$ cat src/rtl/pc_nxt_pkg.sv
package pc_nxt_pkg;

   localparam int INSTR_W = 32;
   localparam int OPC_W   = 6;
   localparam int FN_W    = 6;
   localparam int OFS_W   = 16;
   localparam int TGT_W   = 26;
   localparam int REGION_W = 4;

   localparam logic [OPC_W-1:0] OPC_SPECIAL = 6'd0;
   localparam logic [OPC_W-1:0] OPC_JMP     = 6'd2;
   localparam logic [OPC_W-1:0] OPC_JAL     = 6'd3;
   localparam logic [OPC_W-1:0] OPC_BEQ     = 6'd4;
   localparam logic [OPC_W-1:0] OPC_BNE     = 6'd5;
   localparam logic [FN_W-1:0]  FN_JREG     = 6'h08;

   typedef enum logic [2:0] {
      FLOW_SEQ,
      FLOW_BEQ,
      FLOW_BNE,
      FLOW_JMP,
      FLOW_JAL,
      FLOW_JREG
   } flow_e;

endpackage

$ cat src/rtl/pc_flow_decode.sv
module pc_flow_decode
   import pc_nxt_pkg::*;
(
   input  logic [OPC_W-1:0] opc_i,
   input  logic [FN_W-1:0]  fn_i,
   output flow_e            flow_o
);

   always_comb begin
      flow_o = FLOW_SEQ;
      case (opc_i)
         OPC_SPECIAL: if (fn_i == FN_JREG) flow_o = FLOW_JREG;
         OPC_JMP:     flow_o = FLOW_JMP;
         OPC_JAL:     flow_o = FLOW_JAL;
         OPC_BEQ:     flow_o = FLOW_BEQ;
         OPC_BNE:     flow_o = FLOW_BNE;
         default:     flow_o = FLOW_SEQ;
      endcase
   end

endmodule

$ cat src/rtl/pc_branch_cmp.sv
module pc_branch_cmp #(
   parameter int XLEN      = 32,
   parameter int CMP_STYLE = 0
) (
   input  logic [XLEN-1:0] a_i,
   input  logic [XLEN-1:0] b_i,
   output logic            eq_o
);

   generate
      if (CMP_STYLE == 0) begin : g_direct
         assign eq_o = (a_i == b_i);
      end else begin : g_xor_tree
         logic [XLEN-1:0] diff;
         assign diff = a_i ^ b_i;
         assign eq_o = ~|diff;
      end
   endgenerate

endmodule

$ cat src/rtl/pc_target_gen.sv
module pc_target_gen
   import pc_nxt_pkg::*;
#(
   parameter int XLEN         = 32,
   parameter int BR_ADD_STYLE = 0
) (
   input  logic [XLEN-1:0]  pc_i,
   input  logic [TGT_W-1:0] field_i,
   output logic [XLEN-1:0]  seq_o,
   output logic [XLEN-1:0]  br_o,
   output logic [XLEN-1:0]  jmp_o
);

   localparam int EXT_W = XLEN - OFS_W - 2;

   logic [OFS_W-1:0] ofs;
   logic [XLEN-1:0]  ofs_bytes;

   assign ofs       = field_i[OFS_W-1:0];
   assign ofs_bytes = {{EXT_W{ofs[OFS_W-1]}}, ofs, 2'b00};
   assign seq_o     = pc_i + XLEN'(4);
   assign jmp_o     = {pc_i[XLEN-1:XLEN-REGION_W], {(XLEN-REGION_W-TGT_W-2){1'b0}}, field_i, 2'b00};

   generate
      if (BR_ADD_STYLE == 0) begin : g_chain
         assign br_o = seq_o + ofs_bytes;
      end else begin : g_fused
         logic [XLEN-1:0] ofs_plus;
         assign ofs_plus = ofs_bytes + XLEN'(4);
         assign br_o     = pc_i + ofs_plus;
      end
   endgenerate

endmodule

$ cat src/rtl/pc_next_unit.sv
module pc_next_unit
   import pc_nxt_pkg::*;
#(
   parameter int              XLEN         = 32,
   parameter logic [XLEN-1:0] RESET_VEC    = '0,
   parameter int              CMP_STYLE    = 0,
   parameter int              BR_ADD_STYLE = 0
) (
   input  logic               clk,
   input  logic               rst,
   input  logic [INSTR_W-1:0] instr_i,
   input  logic [XLEN-1:0]    rs_val_i,
   input  logic [XLEN-1:0]    rt_val_i,
   output logic [XLEN-1:0]    pc_o,
   output logic [XLEN-1:0]    link_o,
   output logic               link_we_o,
   output logic               jr_misalign_o
);

   generate
      if (XLEN < INSTR_W) begin : g_bad_xlen
         $error("pc_next_unit: XLEN must be at least 32");
      end
      if (RESET_VEC[1:0] != 2'b00) begin : g_bad_vec
         $error("pc_next_unit: RESET_VEC must be word-aligned");
      end
      if (CMP_STYLE < 0 || CMP_STYLE > 1) begin : g_bad_cmp
         $error("pc_next_unit: CMP_STYLE must be 0 or 1");
      end
      if (BR_ADD_STYLE < 0 || BR_ADD_STYLE > 1) begin : g_bad_add
         $error("pc_next_unit: BR_ADD_STYLE must be 0 or 1");
      end
   endgenerate

   logic [XLEN-1:0] pc_q;
   logic [XLEN-1:0] pc_nxt;
   logic [XLEN-1:0] seq_addr;
   logic [XLEN-1:0] br_addr;
   logic [XLEN-1:0] jmp_addr;
   logic            ops_equal;
   flow_e           flow;

   pc_flow_decode u_dec (
      .opc_i  (instr_i[INSTR_W-1:INSTR_W-OPC_W]),
      .fn_i   (instr_i[FN_W-1:0]),
      .flow_o (flow)
   );

   pc_branch_cmp #(
      .XLEN      (XLEN),
      .CMP_STYLE (CMP_STYLE)
   ) u_cmp (
      .a_i  (rs_val_i),
      .b_i  (rt_val_i),
      .eq_o (ops_equal)
   );

   pc_target_gen #(
      .XLEN         (XLEN),
      .BR_ADD_STYLE (BR_ADD_STYLE)
   ) u_tgt (
      .pc_i    (pc_q),
      .field_i (instr_i[TGT_W-1:0]),
      .seq_o   (seq_addr),
      .br_o    (br_addr),
      .jmp_o   (jmp_addr)
   );

   always_comb begin
      case (flow)
         FLOW_BEQ:          pc_nxt = ops_equal ? br_addr : seq_addr;
         FLOW_BNE:          pc_nxt = ops_equal ? seq_addr : br_addr;
         FLOW_JMP,
         FLOW_JAL:          pc_nxt = jmp_addr;
         FLOW_JREG:         pc_nxt = rs_val_i;
         default:           pc_nxt = seq_addr;
      endcase
   end

   always_ff @(posedge clk) begin
      if (rst) pc_q <= RESET_VEC;
      else     pc_q <= pc_nxt;
   end

   assign pc_o          = pc_q;
   assign link_o        = seq_addr;
   assign link_we_o     = (flow == FLOW_JAL);
   assign jr_misalign_o = (flow == FLOW_JREG) && (rs_val_i[1:0] != 2'b00);

endmodule

$ cat config.mk
export PLATFORM = sky130hd
export DESIGN_NAME = pc_next_unit
export DESIGN_NICKNAME = d
export VERILOG_FILES = /design/src/rtl/pc_nxt_pkg.sv /design/src/rtl/pc_flow_decode.sv /design/src/rtl/pc_branch_cmp.sv /design/src/rtl/pc_target_gen.sv /design/src/rtl/pc_next_unit.sv
export SDC_FILE = /design/constraint.sdc
export NUM_CORES = 1
export LEC_CHECK = 0
export BUFFER_PORTS_ARGS = -buffer_cell sky130_fd_sc_hd__buf_2
export CORE_MARGIN = 2
export CORE_UTILIZATION = 49
export CTS_CLUSTER_DIAMETER = 150
export CTS_CLUSTER_SIZE = 40
export DETAILED_ROUTE_END_ITERATION = 6
export PLACE_DENSITY = 0.82
export SLEW_MARGIN = 10
export SYNTH_ARGS = -nofsm -noshare
export SYNTH_HDL_FRONTEND = slang
export SYNTH_SLANG_ARGS = --single-unit
$ cat constraint.sdc
create_clock -name clk -period 3.8 [get_ports clk]
set_clock_uncertainty 0.15 [all_clocks]
set_input_delay 0.19 -clock clk [delete_from_list [all_inputs] [get_ports clk]]
set_output_delay 0.19 -clock clk [all_outputs]
set_load 0.05 [all_outputs]
==> run metrics, run 1 <==
final setup fails=0; Post-Syn Nets=633; Netlist Area Pre-Place=0.00380 sq mm; CTS root buf=clkbuf_8; Pre-antenna DRT Iters=7; Initial Utilization=50.0%; Skew-Pair Late Insertion Delay=0.29 ns; CTS clk-pin slew, worst paths=0.07 ns; hold_sp=rs_val_i[1]; hold buffer count at CTS=0; Die W=92.1 um; Crit Reg-Reg Startpoint=pc_o[5]; syn_area_per_cell=7.60 sq um; core area=0.00761 sq mm; vias in the first global route=4551; Die Y=92.1 um; design area=0.00535 sq mm; TNS Setup=0 ns; area of the multi-input gates=0.00343 sq mm; fin crit share=97.4%; critical path type=flop to flop; status=complete, but fails checks; htree depth=2; Switch Pwr=0.000422 W; Pleak=2.63 nW; Post-Synth Adder-Cell Area=11.7%; # IOs=164; Max-Cap Viols=0; clock sinks=32; Comb power frac=38.8%; Peak VDD IR=0.000169 V; maximum number of pins on one net before global-route repair=34; Reg power frac=32.7%; initial antenna violation count=0; Post-Syn Instances=500; largest family of logic cells by synthesized area=compound AO/OA/AOI/OAI gates; DR iter-0 viols=441; P&R area growth vs syn=40.8%; hpwl dp=11700 um; failing checks=DRC; Synth Area in XOR/XNOR=20.0%; total routed wirelength=14800 um; Clk network pwr share=28.5%; routability cong.=0.981; Post-synth EDFFs=0; crit path DAT=3.76 ns; Vias/cell=6.17; Yosys cell types=48; CP Launch Type=flop; cells on worst reg2reg path=16; port bufs=163; maximum fanout along the worst path=7; Most used DFF post-synth=dfxtp_1; std cell rows=32; Worst Tran Pin Value=0.729 ns; dpl cell area=0.00517 sq mm; Final min period=3.70 ns; Sw Share=38.7%; Total GRT Usage=33.9%; total grt overflow=0; Power Density=204 mW/mm^2; Slew Viols, Final=0; flip-flop and latch count after synthesis=32; Synth Warn #=0; CP Capture Type=flop; HP Class=primary input to flop; post-synthesis compound-gate area fraction=27.3%; Diodes inserted=0; Simple-Gate Fraction of Synth Area=19.9%; Final #Nets=799; register area=683 sq um; Slew HR=51.4%; first-pass GRT wire length=23100 um; RR Endpoint=pc_o[24]; clk buf depth=2; layout cells sized above 1=38.2%; CTS tree=built; post-synthesis sequential area ratio=16.8%; max reg flops=32; CTS Buf Count=5; post-detailed-route wirelength per cell=19.2 um; Worst Path Required=3.86 ns; Max Freq=270 MHz; DRC viols=3; Final ANT Viol Nets=0; hold path endpoint=pc_o[1]; Vias=4747; Final Hold Fails=0; Die ar.=0.00848 sq mm; Internal=0.000667 W; Hold Path Stages=3; multiplexer area fraction after synthesis=0%; asr flop ratio synth=0%; Filler Cell Count=656; Reg2Reg Setup Slack=0.1 ns
cell type report:
class / instances / share of cell area, %
tap: 102 / 2.38
inverter: 19 / 1.33
clock buffer: 8 / 1.87
multi-input combinational: 428 / 64.0
sequential: 32 / 12.8
timing repair buffer: 180 / 17.6
routing by layer:
metal	share of wire [%]	vias to the layer above	track usage [%]
met3	8.2	39	5.51
met2	50	265	59.7
li1	-	2203	-
met5	0	-	0
met1	39	2240	42.4
met4	3.0	0	10.1
timing repair:
item | in CTS | in global routing
pin swaps | 0 | 2
setup buffers | 0 | 4
hold endpoints to repair | 0 | 0
cloned | 0 | 0
endpoints found under the setup margin | 1 | 6
resized for setup | 1 | 12
cells in the final DEF (no fill, tap or decap), types with 4 or more instances in the layout:
| cell | netlist | layout |
|---|---|---|
| o211ai_1 | 6 | 6 |
| buf_2 | 0 | 163 |
| xor2_4 | 0 | 4 |
| xor2_2 | 0 | 5 |
| nand2_1 | 57 | 55 |
| o21bai_1 | 4 | 4 |
| dfxtp_1 | 32 | 16 |
| ha_1 | 34 | 29 |
| and3_1 | 10 | 7 |
| nor2_1 | 24 | 22 |
| a222oi_1 | 26 | 26 |
| a21oi_1 | 52 | 50 |
| dfxtp_2 | 0 | 7 |
| a31oi_1 | 5 | 4 |
| o22ai_1 | 12 | 11 |
| xnor2_1 | 33 | 18 |
| inv_1 | 19 | 18 |
| nand4_1 | 5 | 5 |
| nand3_1 | 19 | 17 |
| xnor2_4 | 0 | 6 |
| o21a_1 | 5 | 5 |
| clkbuf_8 | 0 | 7 |
| a21o_1 | 8 | 8 |
| buf_4 | 2 | 17 |
| nor3_1 | 4 | 4 |
| xnor2_2 | 0 | 9 |
| o21ai_0 | 17 | 15 |
| dfxtp_4 | 0 | 9 |
| nor4_1 | 10 | 10 |
| xor2_1 | 54 | 45 |
metrics by stage:
| stage | setup WS [ns] | hold WS [ns] | utilization [%] | cells | power (W) |
|---|---|---|---|---|---|
| 6_report | 0.0975 | 0.0296 | 70.4 | 769 | 0.00109 |
| 5_1_grt | -0.0112 | 0.0209 | 70.4 | 769 | 0.00114 |
| 4_1_cts | 0.00754 | 0.0240 | 69.4 | 765 | 0.00108 |
| 3_5_place_dp | 0.0143 | 0.325 | 68.0 | 757 | 0.000773 |
| 3_3_place_gp | 0.108 | 0.314 | 68.0 | 757 | 0.000765 |
| 2_1_floorplan | 0.000947 | 0.176 | - | 500 | 0.000626 |
synthesized netlist by cell type (all sizes together) (3+ instances only):
library cell / instances / area [sq um]
a21o: 8 / 60.1
and3: 10 / 62.6
nor4: 10 / 62.6
o21bai: 4 / 30.0
a31oi: 5 / 31.3
nand2: 57 / 214
o21a: 5 / 37.5
and4: 5 / 43.8
nand4: 5 / 31.3
ha: 34 / 425
inv: 19 / 71.3
a222oi: 26 / 260
clkbuf: 19 / 71.3
xnor2: 33 / 289
nor2: 24 / 90.1
o21ai: 17 / 85.1
a21boi: 3 / 22.5
or2: 4 / 25.0
and2: 3 / 18.8
o22ai: 12 / 75.1
dfxtp: 32 / 641
a21oi: 52 / 260
xor2: 54 / 473
nand3: 19 / 95.1
o211ai: 6 / 45.0
nand2b: 3 / 18.8
nor3: 4 / 20.0
power by group through the flow:
stage                     combinational, W  sequential, W  clock (W)
after global routing              0.000452       0.000358   0.000327
after floorplan                   0.000232       0.000394          0
after CTS                         0.000413       0.000356   0.000311
after global placement            0.000403       0.000362          0
final                             0.000423       0.000356   0.000310
after detailed placement          0.000410       0.000363          0
how the worst max path moves through the flow:
stage	slack, ns	cells past startpoint	start	end
global placement	0.11	17	pc_o[2]	pc_o[31]
CTS	0.008	17	pc_o[5]	pc_o[31]
finish	0.1	16	pc_o[5]	pc_o[24]
floorplan	0.0009	16	pc_o[6]	pc_o[24]
global route	-0.01	16	pc_o[5]	pc_o[24]
detailed placement	0.01	16	pc_o[2]	pc_o[31]
cells by family (layout without fill, tap and decap cells):
| group | after synthesis | in the layout |
|---|---|---|
| and+or+nand+nor | 153 | 153 |
| xor gates and xnor gates | 87 | 87 |
| adders and majority gates | 35 | 35 |
| AOI/OAI and AO/OA | 153 | 153 |
| buffers and inverters | 40 | 207 |
| DFF | 32 | 32 |
worst max-delay path, cell delays in order (launching register included):
cell	delay [ns]
dfxtp_4	0.39
and4_4	0.24
and3_4	0.24
nand2_1	0.11
inv_2	0.11
nand2_2	0.09
xnor2_4	0.20
ha_4	0.26
a2111oi_2	0.28
o21ai_1	0.11
o21ai_0	0.10
o21ai_0	0.10
a31o_1	0.25
a31o_4	0.27
a21o_1	0.21
a2111o_1	0.40
o211ai_1	0.09
Power figures use the tool's default switching activity.
==> inputs of run 2 (changes only) <==
--- a/config.mk
+++ b/config.mk
@@ -11,7 +11,7 @@
 export CTS_CLUSTER_DIAMETER = 150
 export CTS_CLUSTER_SIZE = 40
 export DETAILED_ROUTE_END_ITERATION = 6
-export PLACE_DENSITY = 0.82
+export PLACE_DENSITY = 0.91
 export SLEW_MARGIN = 10
 export SYNTH_ARGS = -nofsm -noshare
 export SYNTH_HDL_FRONTEND = slang
==> run 2 against run 1 <==
Net effect:
- the run now ends clean
- non-clock buffer count decreased by 1
- via count increased by 5.0%
- power is 3.0% lower
- largest power group unchanged
- highest routed layer unchanged
==> run metrics, run 2 (synthesis results as in run 1) <==
cells on worst reg2reg path=16; Pleak=2.62 nW; final setup margin=0.118 ns; Die Y=92.1 um; worst setup path start=pc_o[5]; critical path type=flop to flop; first-pass GRT wire length=23800 um; clk buf depth=2; max reg flops=32; fin crit share=96.9%; Max Freq=272 MHz; Diodes inserted=0; post-layout util=69.7%; core area=0.00761 sq mm; CTS tree=built; Power Density=199 mW/mm^2; Worst Tran Pin Value=0.777 ns; initial antenna violation count=0; Pre-antenna DRT Iters=5; Crit Reg-Reg Startpoint=pc_o[5]; std cell rows=32; Slew Viols, Final=0; Vias/cell=6.49; Filler Cell Count=626; layout cells sized above 1=37.4%; HP Class=primary input to flop; Worst Path Required=3.87 ns; CP Capture Type=flop; total routed wirelength=15500 um; crit path DAT=3.75 ns; port bufs=163; hpwl dp=12100 um; Initial Utilization=50.0%; # IOs=164; Total GRT Usage=35.5%; clock sinks=32; most frequent cells in the layout=163 x buf_2, 55 x nand2_1, 51 x a21oi_1; CP Buf/Inv Count=1; Skew-Pair Late Insertion Delay=0.29 ns; delay-heaviest family, CP=compound AO/OA/AOI/OAI gates; CTS root buf=clkbuf_8; Die ar.=0.00848 sq mm; most common cell after layout, fill and taps aside=buf_2; dpl cell area=0.00515 sq mm; CTS Buf Count=5; pre-CTS WS=0.0136 ns; RR Endpoint=pc_o[24]; final setup fails=0; post-detailed-route wirelength per cell=20.2 um; routability cong.=0.957; CP Depth=16; P&R area growth vs syn=39.5%; status=completed; DR iter-0 viols=592; maximum number of pins on one net before global-route repair=33; total grt overflow=0; hold buffer count at CTS=0; TNS Setup=0 ns; CTS clk-pin slew, worst paths=0.07 ns; critical path endpoint=pc_o[24]; Slowest-stage cell, CP=a2111o_1; Final #Nets=798; Power Total=0.00106 W; maximum fanout along the worst path=6; design area=0.00531 sq mm; max incr delay on CP=0.41 ns; Final min period=3.68 ns; Peak VDD IR=0.000196 V; Die W=92.1 um; Max-Cap Viols=0; worst path cell trace=and4_4, and3_4, nand2_1, inv_2, nand2_2, xnor2_4, ha_4, a2111oi_2, o21ai_1, o21ai_1, o21ai_0, a31o_1, a31o_1, a21o_1, a2111o_1, o211ai_1; htree depth=2; CP Launch Type=flop; vias in the first global route=4888; Final Hold Fails=0; Final ANT Viol Nets=0; Reg2Reg Setup Slack=0.12 ns; DRC viols=0; Slew HR=48.2%; Vias=4982
## run 2: routing by layer
metal	up-vias	wire length (um)	track usage, %
met3	77	1580	6.41
met1	2343	5610	42.1
li1	2192	-	-
met2	370	7550	61.9
met4	0	770	16.5
met5	-	0	0
## run 2: worst min path at each step
stage | startpoint | end | cells after the start
2_1_floorplan | rs_val_i[0] | pc_o[0] | 2
3_3_place_gp | rs_val_i[1] | pc_o[1] | 3
3_5_place_dp | rs_val_i[0] | pc_o[0] | 3
4_1_cts | rs_val_i[0] | pc_o[0] | 3
5_1_grt | rs_val_i[0] | pc_o[0] | 3
6_report | rs_val_i[0] | pc_o[0] | 3
## run 2: final cells by class
| class | count | area, sq um | share of cell area, % |
|---|---|---|---|
| flip-flops and latches | 32 | 683 | 12.9 |
| repair buffers | 179 | 936 | 17.6 |
| inverters | 19 | 71.3 | 1.34 |
| multi-input cells | 428 | 3410 | 64.2 |
| well taps | 102 | 128 | 2.41 |
| clock inverters | 1 | 5.00 | 0.0943 |
| clock buffers | 7 | 76.3 | 1.44 |
## run 2: timing repair
item | in CTS | in global routing
setup endpoints to repair | 0 | 5
buffers inserted | 0 | 6
gates resized for setup | 0 | 12
## run 2: worst reg2reg max path: stages (launching register included)
cell and delay, ns:
dfxtp_4 0.39, and4_4 0.25, and3_4 0.23, nand2_1 0.10
inv_2 0.09, nand2_2 0.09, xnor2_4 0.20, ha_4 0.26
a2111oi_2 0.28, o21ai_1 0.12, o21ai_1 0.12, o21ai_0 0.10
a31o_1 0.23, a31o_1 0.28, a21o_1 0.22, a2111o_1 0.41
o211ai_1 0.09
## run 2: power breakdown
part	internal [W]	switching, W	leakage [nW]
logic	0.000160	0.000270	2.31
registers	0.000342	0.0000149	0.269
clock network	0.000129	0.000141	0.0422
## run 2: stage by stage
stage               std cells  hold WS [ns]
floorplan                 500         0.176
global placement          754         0.314
detailed placement        754         0.321
CTS                       762        0.0192
global route              768        0.0461
finish                    768        0.0185
==> inputs of run 3 (changes only) <==
--- a/config.mk
+++ b/config.mk
@@ -5,13 +5,14 @@
 export SDC_FILE = /design/constraint.sdc
 export NUM_CORES = 1
 export LEC_CHECK = 0
+export ABC_AREA = 1
 export BUFFER_PORTS_ARGS = -buffer_cell sky130_fd_sc_hd__buf_2
 export CORE_MARGIN = 2
-export CORE_UTILIZATION = 49
+export CORE_UTILIZATION = 55
 export CTS_CLUSTER_DIAMETER = 150
 export CTS_CLUSTER_SIZE = 40
 export DETAILED_ROUTE_END_ITERATION = 6
-export PLACE_DENSITY = 0.91
+export PLACE_DENSITY = 0.94
 export SLEW_MARGIN = 10
 export SYNTH_ARGS = -nofsm -noshare
 export SYNTH_HDL_FRONTEND = slang
==> constraint.sdc (replaced) <==
create_clock -name clk -period 4.3 [get_ports clk]
set_clock_uncertainty 0.15 [all_clocks]
set_input_delay 0.215 -clock clk [delete_from_list [all_inputs] [get_ports clk]]
set_output_delay 0.215 -clock clk [all_outputs]
set_load 0.05 [all_outputs]
==> run 3 against run 2 <==
Net effect:
- utilization shrank 3.2 points
- flip-flop and latch count is the same
- combinational power is essentially flat
- sequential share of layout area shrank 2.9 points
- critical path type unchanged
- largest cell class unchanged
- largest power group unchanged
==> run metrics, run 3 <==
status=completed; CP Launch Type=flop; most frequent cells in the layout=360 x nand2_1, 176 x inv_1, 163 x buf_2; Final #Nets=1277; total grt overflow=0; Total GRT Usage=35.9%; post-synth top area share=24.9%; post-detailed-route wirelength per cell=15.0 um; flip-flop and latch count after synthesis=32; DR iter-0 viols=443; Die Y=103 um; pre-CTS WS=0.718 ns; Synth Area in XOR/XNOR=8.57%; Reg power frac=29.2%; # Post-CTS Setup Buffers=0; Power Density=169 mW/mm^2; RSZ-0062 raised after global routing=no; most common cell in the netlist=nand2_1; Post-synth EDFFs=0; CTS tree=built; Yosys cell types=39; Final min period=3.68 ns; cell taking the most area after synthesis=nand2_1; DRC viols=0; TNS Setup=0 ns; Post-Syn Nets=1121; Worst Path Required=4.34 ns; hold buffer count at CTS=0; Initial Utilization=56.0%; Die ar.=0.0107 sq mm; Vias=6729; Max-Cap Viols=0; first-pass GRT wire length=29600 um; hpwl dp=16000 um; core area=0.00968 sq mm; htree depth=2; maximum number of pins on one net before global-route repair=30; CTS clk-pin slew, worst paths=0.08 ns; Peak VDD IR=0.000179 V; post-CTS resize count=0; max reg flops=32; vias in the first global route=6125; crit path DAT=3.73 ns; clock sinks=32; asr flop ratio synth=0%; Sw Share=39.8%; clk buf depth=2; CTS Buf Count=5; Pleak=3.69 nW; routability cong.=1.01; final setup margin=0.619 ns; Synth area leaders=nand2_1 25%, inv_1 12%, dfxtp_1 12%; post-synthesis sequential area ratio=11.8%; Internal=0.000655 W; Pre-antenna DRT Iters=5; Synth Warn #=0; CP Capture Type=flop; Diodes inserted=0; Simple-Gate Fraction of Synth Area=46.2%; Skew-Pair Late Insertion Delay=0.30 ns; port bufs=163; Post-Syn Instances=988; Final ANT Viol Nets=0; multiplexer area fraction after synthesis=0%; Most used DFF post-synth=dfxtp_1; Comb power frac=39.4%; initial antenna violation count=0; Netlist Area Pre-Place=0.00542 sq mm; final setup fails=0; Worst Tran Pin Value=0.849 ns; CTS root buf=clkbuf_8; Switch Pwr=0.000434 W; post-synthesis compound-gate area fraction=10.6%; Slew HR=43.3%; Final Hold Fails=0; maximum fanout along the worst path=5; largest family of logic cells by synthesized area=simple AND/OR/NAND/NOR gates; fin crit share=85.6%; Slew Viols, Final=0; Post-Synth Adder-Cell Area=8.22%; Power Total=0.00109 W; # IOs=164; Clk network pwr share=31.5%; syn_area_per_cell=5.48 sq um; most common cell after layout, fill and taps aside=nand2_1; std cell rows=36; total routed wirelength=19200 um; critical path type=flop to flop; Vias/cell=5.27; Post-synth top cells=360 x nand2_1, 176 x inv_1, 87 x nor2_1; Max Freq=272 MHz; layout cells sized above 1=19.5%; P&R area growth vs syn=19.0%; HP Class=primary input to flop; Die W=103 um
==> run 3: metrics by stage <==
stage | instance area [sq um] | utilization, % | instances | hold WS [ns]
3_5_place_dp | 6320 | 65.3 | 1270 | 0.320
5_1_grt | 6450 | 66.6 | 1278 | 0.0868
3_3_place_gp | 6320 | 65.3 | 1270 | 0.318
2_1_floorplan | 5420 | - | 988 | 0.134
4_1_cts | 6450 | 66.6 | 1278 | 0.0686
6_report | 6450 | 66.6 | 1278 | 0.0690
==> run 3: layer usage <==
layer | wire (um) | GRT usage [%] | vias up
met2 | 8630 | 59.2 | 357
li1 | - | - | 3368
met3 | 1880 | 5.65 | 45
met5 | 0 | 0 | -
met4 | 726 | 14.1 | 0
met1 | 7930 | 46.9 | 2959
==> run 3: cells by family after synthesis <==
| kind of cell | Yosys count |
|---|---|
| AOI/OAI and AO/OA | 88 |
| xor gates and xnor gates | 53 |
| adders and majority gates | 35 |
| buffers and inverters | 200 |
| DFF | 32 |
| and+or+nand+nor | 580 |
==> run 3: power groups by stage <==
| stage | logic, W | clock network, W | registers (W) |
|---|---|---|---|
| floorplan | 0.000258 | 0 | 0.000352 |
| global placement | 0.000416 | 0 | 0.000324 |
| detailed placement | 0.000422 | 0 | 0.000324 |
| CTS | 0.000424 | 0.000339 | 0.000317 |
| global route | 0.000473 | 0.000351 | 0.000319 |
| finish | 0.000429 | 0.000343 | 0.000318 |
==> run 3: cell type report <==
cell class | count | area, sq um
timing repair buffer | 165 | 831
tap | 133 | 166
fill | 908 | 3240
multi-input combinational | 756 | 3990
clock inverter | 1 | 30.0
sequential | 32 | 641
inverter | 184 | 691
clock buffer | 7 | 96.3
==> run 3: worst paths after layout <==
path | from | end | slack, ns | depth (start not counted)
worst min-delay path | rs_val_i[0] | pc_o[0] | 0.07 | 3
worst min register to register | pc_o[1] | pc_o[1] | 0.33 | 2
worst max register to register | pc_o[2] | pc_o[29] | 0.62 | 20
worst max-delay path | pc_o[2] | pc_o[29] | 0.62 | 20
==> run 3: worst max-delay path: stages, from the launching register on <==
cell     delay [ns]
dfxtp_1        0.43
ha_1           0.21
nand2_1        0.06
nor2_1         0.15
nand2_1        0.19
nor2_2         0.29
nand3_1        0.15
xnor2_1        0.39
ha_1           0.35
nand2_1        0.08
nand2_1        0.07
inv_1          0.06
nand2_1        0.07
a21oi_1        0.25
nor2_1         0.09
nor2_1         0.14
nand3_1        0.09
nand3_1        0.13
nand2_1        0.07
nor2_1         0.13
nor2_1         0.05
